===== config.mk =====
export PLATFORM = sky130hd
export DESIGN_NAME = dgrid_node
export DESIGN_NICKNAME = d
export VERILOG_FILES = /design/src/rtl/dgrid_node.sv
export SDC_FILE = /design/constraint.sdc
export NUM_CORES = 2
export LEC_CHECK = 0
export ABC_AREA = 1
export BUFFER_PORTS_ARGS = -buffer_cell sky130_fd_sc_hd__buf_2
export CORE_ASPECT_RATIO = 0.7
export CORE_UTILIZATION = 37
export CTS_CLUSTER_SIZE = 20
export DETAILED_ROUTE_END_ITERATION = 12
export GPL_ROUTABILITY_DRIVEN = 0
export HOLD_SLACK_MARGIN = 0.06
export PLACE_DENSITY = 0.51
export SYNTH_ARGS = -nofsm -noshare
export SYNTH_HDL_FRONTEND = slang
export SYNTH_SLANG_ARGS = --single-unit

===== constraint.sdc =====
create_clock -name clk -period 9.7 [get_ports clk]
set_input_delay 0.485 -clock clk [delete_from_list [all_inputs] [get_ports clk]]
set_output_delay 0.485 -clock clk [all_outputs]
set_load 0.005 [all_outputs]

===== src/rtl/dgrid_node.sv =====
`timescale 1ns/1ps
module dgrid_node #(
  parameter int SLOTS = 32,
  parameter int W = 32,
  parameter int FW = 2,
  parameter int OW = 3,
  localparam int SLW = $clog2(SLOTS),
  localparam int TGW = 2*OW + SLW + 1
) (
  input  logic           clk,
  input  logic           rst_n,
  input  logic           ld_en,
  input  logic [SLW-1:0] ld_slot,
  input  logic [2:0]     ld_opc,
  input  logic [FW-1:0]  ld_frame,
  input  logic [1:0]     ld_ntgt,
  input  logic [TGW-1:0] ld_tgt0,
  input  logic [TGW-1:0] ld_tgt1,
  input  logic           op_en,
  input  logic [SLW-1:0] op_slot,
  input  logic           op_pos,
  input  logic [W-1:0]   op_data,
  input  logic           sq_en,
  input  logic [FW-1:0]  sq_frame,
  output logic           res_valid,
  output logic [W-1:0]   res_data,
  output logic [OW-1:0]  res_row,
  output logic [OW-1:0]  res_col,
  output logic [SLW-1:0] res_slot,
  output logic           res_pos,
  output logic           op_err
);

  logic [SLOTS-1:0] vld, p1, p2, sq_hit, rdy;
  logic [SLOTS-1:0] vld_n, p1_n, p2_n, clr;
  logic [2:0]     opc [SLOTS];
  logic [FW-1:0]  frm [SLOTS];
  logic [1:0]     nt  [SLOTS];
  logic [TGW-1:0] t0  [SLOTS];
  logic [TGW-1:0] t1  [SLOTS];
  logic [W-1:0]   a   [SLOTS];
  logic [W-1:0]   b   [SLOTS];

  logic           pend_v;
  logic [FW-1:0]  pend_frm;
  logic [TGW-1:0] pend_tgt, res_tgt;
  logic [W-1:0]   pend_data, alu;
  logic [SLW-1:0] sel;
  logic           any, issue;

  genvar g;
  generate
    for (g = 0; g < SLOTS; g++) begin : g_slot
      assign sq_hit[g] = sq_en && (frm[g] == sq_frame);
      assign rdy[g]    = vld[g] && p1[g] && (p2[g] || opc[g] >= 3'd5) && !sq_hit[g];
    end
  endgenerate

  always_comb begin
    sel = '0;
    any = 1'b0;
    for (int i = SLOTS-1; i >= 0; i--)
      if (rdy[i]) begin
        sel = SLW'(i);
        any = 1'b1;
      end
  end
  assign issue = any && !pend_v;

  always_comb begin
    case (opc[sel])
      3'd0:    alu = a[sel] + b[sel];
      3'd1:    alu = a[sel] - b[sel];
      3'd2:    alu = a[sel] & b[sel];
      3'd3:    alu = a[sel] | b[sel];
      3'd4:    alu = a[sel] ^ b[sel];
      default: alu = a[sel];
    endcase
  end

  logic op_full, op_hit, op_ok, op_bad, op_mv;
  assign op_mv   = opc[op_slot] >= 3'd5;
  assign op_full = op_pos ? p2[op_slot] : p1[op_slot];
  assign op_hit  = sq_hit[op_slot] && vld[op_slot];
  assign op_ok   = op_en && vld[op_slot] && !op_full && !(op_pos && op_mv) && !op_hit;
  assign op_bad  = op_en && !op_ok && !op_hit;

  always_comb begin
    clr = sq_hit;
    if (issue) clr[sel] = 1'b1;
    vld_n = vld & ~clr;
    p1_n  = p1 & ~clr;
    p2_n  = p2 & ~clr;
    if (op_ok) begin
      if (op_pos) p2_n[op_slot] = 1'b1;
      else        p1_n[op_slot] = 1'b1;
    end
    if (ld_en) begin
      vld_n[ld_slot] = 1'b1;
      p1_n[ld_slot]  = 1'b0;
      p2_n[ld_slot]  = 1'b0;
    end
  end

  always_ff @(posedge clk) begin
    if (!rst_n) begin
      vld       <= '0;
      p1        <= '0;
      p2        <= '0;
      pend_v    <= 1'b0;
      pend_frm  <= '0;
      pend_tgt  <= '0;
      pend_data <= '0;
      res_valid <= 1'b0;
      res_tgt   <= '0;
      res_data  <= '0;
      op_err    <= 1'b0;
    end else begin
      vld    <= vld_n;
      p1     <= p1_n;
      p2     <= p2_n;
      op_err <= op_bad;
      if (pend_v) begin
        res_valid <= !(sq_en && pend_frm == sq_frame);
        res_tgt   <= pend_tgt;
        res_data  <= pend_data;
        pend_v    <= 1'b0;
      end else if (issue) begin
        res_valid <= nt[sel] != 2'd0;
        res_tgt   <= t0[sel];
        res_data  <= alu;
        pend_v    <= nt[sel][1];
        pend_tgt  <= t1[sel];
        pend_frm  <= frm[sel];
        pend_data <= alu;
      end else begin
        res_valid <= 1'b0;
      end
    end
  end

  always_ff @(posedge clk) begin
    if (ld_en) begin
      opc[ld_slot] <= ld_opc;
      frm[ld_slot] <= ld_frame;
      nt[ld_slot]  <= ld_ntgt;
      t0[ld_slot]  <= ld_tgt0;
      t1[ld_slot]  <= ld_tgt1;
    end
    if (op_ok) begin
      if (op_pos) b[op_slot] <= op_data;
      else        a[op_slot] <= op_data;
    end
  end

  assign {res_row, res_col, res_slot, res_pos} = res_tgt;

endmodule



==> reports/results.tsv <==
stage	metric	value	unit
timing	worst_slew_pin_slew	1.46	ns
yosys	syn_area	132000	um^2
timing	tns	0	ns
critical_path	cpMostUsedCell	nand2_1	
floorplan	num_io_pins	127	
critical_path	startpoint_type	flip-flop	
yosys	async_reset_ff_frac	0	
floorplan	die_area	358000	um^2
routing	via_count	90883	
final_layout	final_cell_mix	nand2_1 (3050), edfxtp_1 (3040), a22oi_1 (970)	
critical_path	crit_fanout	42	
global_routing	gr-total-overflow	0	
yosys	ys.flop_type	edfxtp_1	
timing	period_share	0.928	
clocking	clock_latency	0.99	ns
timing	finalHoldViolations	0	
critical_path	cp.required	10.52	ns
final_layout	multi_input_area	33000	um^2
final_layout	seqCellArea	95100	um^2
yosys	synth.net_count	10697	
timing	fmax	111	MHz
clocking	cts_tree	yes	
routing	firstDrtPassIters	8	
routing	ant_nets	0	
critical_path	reg2reg_depth	57	
yosys	yosys_warnings	0	
critical_path	critPathKind	flip-flop to flip-flop	
global_routing	grt_pass1_vias	85429	
clocking	root_buffer	clkbuf_16	
critical_path	rr_startpoint	opc[24][0]	
timing	slew_headroom	0.0182	
critical_path	critPathMaxStageDelay	0.52	ns
timing	finalClockSkew	0.103	ns
power_and_ir_drop	power.density	187	nW/um^2
global_routing	grt_max_degree	133	
flow_run	maxCapViolations	0	
critical_path	worstPathArrival	9.82	ns
final_layout	drive_gt1_frac	0.135	
timing	post-route-min-period	9.00	ns
critical_path	startpoint	opc[24][0]	
yosys	ys_types	74	
outcome	status	finished clean	
yosys	postSynthAreaPerCell	12.5	um^2
power_and_ir_drop	p_leak	54.1	nW
clocking	numClockSinks	3229	
yosys	syn_inst	10520	
yosys	synth-seq-cells	3229	
timing	setup_viol_count_final	0	
global_routing	antenna_found_initial	32	
floorplan	core	353000	um^2
global_routing	grt_pass1_wl	655	mm
clocking	htreeDepth	5	
routing	avgViaCountPerCell	5.69	
timing	rsz0062_at_grt	false	
place	dp_hpwl	279	mm
place	dp.cells	15356	
timing	whs	0.0913	ns
critical_path	critPathCapture	pend_data[31]	
power_and_ir_drop	peakVddDrop	134	uV
routing	wl_per_cell	29.3	um
final_layout	nFillCells	32184	
routing	drc_errors	0	
critical_path	r2r_setup_slack	0.70	ns
final_layout	utilization	0.431	
clocking	clk_pin_slew_worst_paths	0.06	ns
floorplan	die_x	715	um
critical_path	cp-end-kind	flip-flop	
yosys	synth_edf_count	3040	
critical_path	rr_endpoint	pend_data[31]	
routing	first_iter_violations	12953	
global_routing	grtUsageTotal	0.254	
timing	maxSlewViolCount	0	
clocking	clk_path_buf_depth	4	
floorplan	die_y	501	um
routing	wirelength	468	mm
place	portBuffers	126	
final_layout	final_common_cell	nand2_1	
yosys	synth_seq_area_share	0.722	
critical_path	crit_slowest_cell	edfxtp_1	
final_layout	nets	11199	
clocking	cts-buffers-inserted	332	
floorplan	row_count	182	
min_path	hold_path_class	primary input to flip-flop	
floorplan	initial_utilization	0.373	
final_layout	final_cells	15982	
final_layout	syn_to_final_growth	15.4	%
==> area by class of cell <==
cell class | count | share of cell area
sequential | 3229 | 0.626
multi-input combinational | 6291 | 0.217
clock buffer | 413 | 0.0580
timing repair buffer | 753 | 0.0393
tap | 4692 | 0.0386
clock inverter | 180 | 0.0107
inverter | 415 | 0.0106
antenna | 9 | 0.000148
==> critical path: cells and delay by family, from the launching register on <==
kind / cells / cell delay [ns]
and+or+nand+nor: 30 / 3.76
adders and majority gates: 1 / 0.35
xor gates and xnor gates: 1 / 0.18
DFF: 1 / 0.52
buffers and inverters: 10 / 1.56
AOI/OAI and AO/OA: 15 / 2.49
==> where the power goes <==
group	internal [mW]	switching, mW	leakage, nW
Combinational	0.0842	0.397	20.1
Clock	7.07	5.54	5.09
Sequential	15.3	0.0182	28.9
==> kinds of logic after synthesis <==
family	share of synthesized area
and+or+nand+nor	0.125
DFF	0.722
AOI/OAI and AO/OA	0.106
buffers and inverters	0.0343
adders and majority gates	0.00918
xor gates and xnor gates	0.00286
==> metal layers <==
metal  routed length (um)  GRT usage  vias up
met4                12900     0.0642        6
met5                   29          0        -
met3                47400     0.0469      728
li1                     -          -    39207
met2               196000      0.367     4944
met1               211000      0.393    45998
==> repair_timing <==
action | 4_1_cts | 5_1_grt
hold buffers | 23 | 0
setup buffers | 0 | 1
endpoints found under the hold margin | 624 | 0
resized for setup | 0 | 24
setup endpoints to repair | 0 | 16
==> cells in the mapped netlist, types with 9 or more instances <==
cell,number,area (um^2)
a2111oi_0,14,123
a211oi_1,11,82.6
a21oi_1,675,3380
a221oi_1,21,184
a22o_1,17,149
a22oi_1,970,7280
a31oi_1,17,106
buf_1,66,248
buf_2,247,1240
buf_4,28,210
buf_6,46,518
clkbuf_1,198,743
dfxtp_1,189,3780
edfxtp_1,3040,91300
ha_1,95,1190
inv_1,390,1460
inv_2,18,67.6
nand2_1,3053,11500
nand3_1,281,1410
nand3b_1,13,97.6
nand4_1,49,307
nor2_1,399,1500
nor2_2,9,56.3
nor3_1,34,170
nor4_1,26,163
nor4_2,20,250
o2111ai_1,30,263
o211ai_1,14,105
o21ai_0,131,656
o21ai_1,52,260
o21ba_2,15,150
o21bai_1,11,82.6
o221ai_1,21,184
o22ai_1,70,438
or2_1,17,106
or2_2,102,638
xnor2_1,12,105
xor2_1,31,272
==> flip-flops by register name, indices dropped and copies added (netlist names) <==
register	cells
pend_frm	2
opc	96
res_data	32
pend_data	32
res_valid	1
p1	32
t0	384
res_tgt	12
nt	64
pend_v	1
p2	32
a	1024
op_err	1
pend_tgt	12
b	1024
vld	32
frm	64
t1	384
==> how the worst min path moves through the flow <==
stage / start / endpoint / slack (ns) / depth (start not counted)
2_1_floorplan: p2[25] / p2[25] / 0.44 / 2
3_3_place_gp: p2[25] / p2[25] / 0.45 / 2
5_1_grt: op_pos / op_err / 0.07 / 5
4_1_cts: ld_tgt1[8] / t1[8][8] / 0.06 / 1
3_5_place_dp: p2[23] / p2[23] / 0.45 / 2
6_report: ld_tgt1[7] / t1[5][7] / 0.09 / 1
==> metrics by stage <==
| step | total power, mW | setup WS, ns | cell area [um^2] |
|---|---|---|---|
| global placement | 16.0 | 0.170 | 141000 |
| CTS | 28.5 | 0.454 | 152000 |
| global route | 29.1 | 0.0434 | 152000 |
| finish | 28.4 | 0.697 | 152000 |
| floorplan | 15.7 | 1.74 | 132000 |
| detailed placement | 16.1 | 0.0607 | 141000 |
No activity file was read; power rests on OpenSTA's default activity.
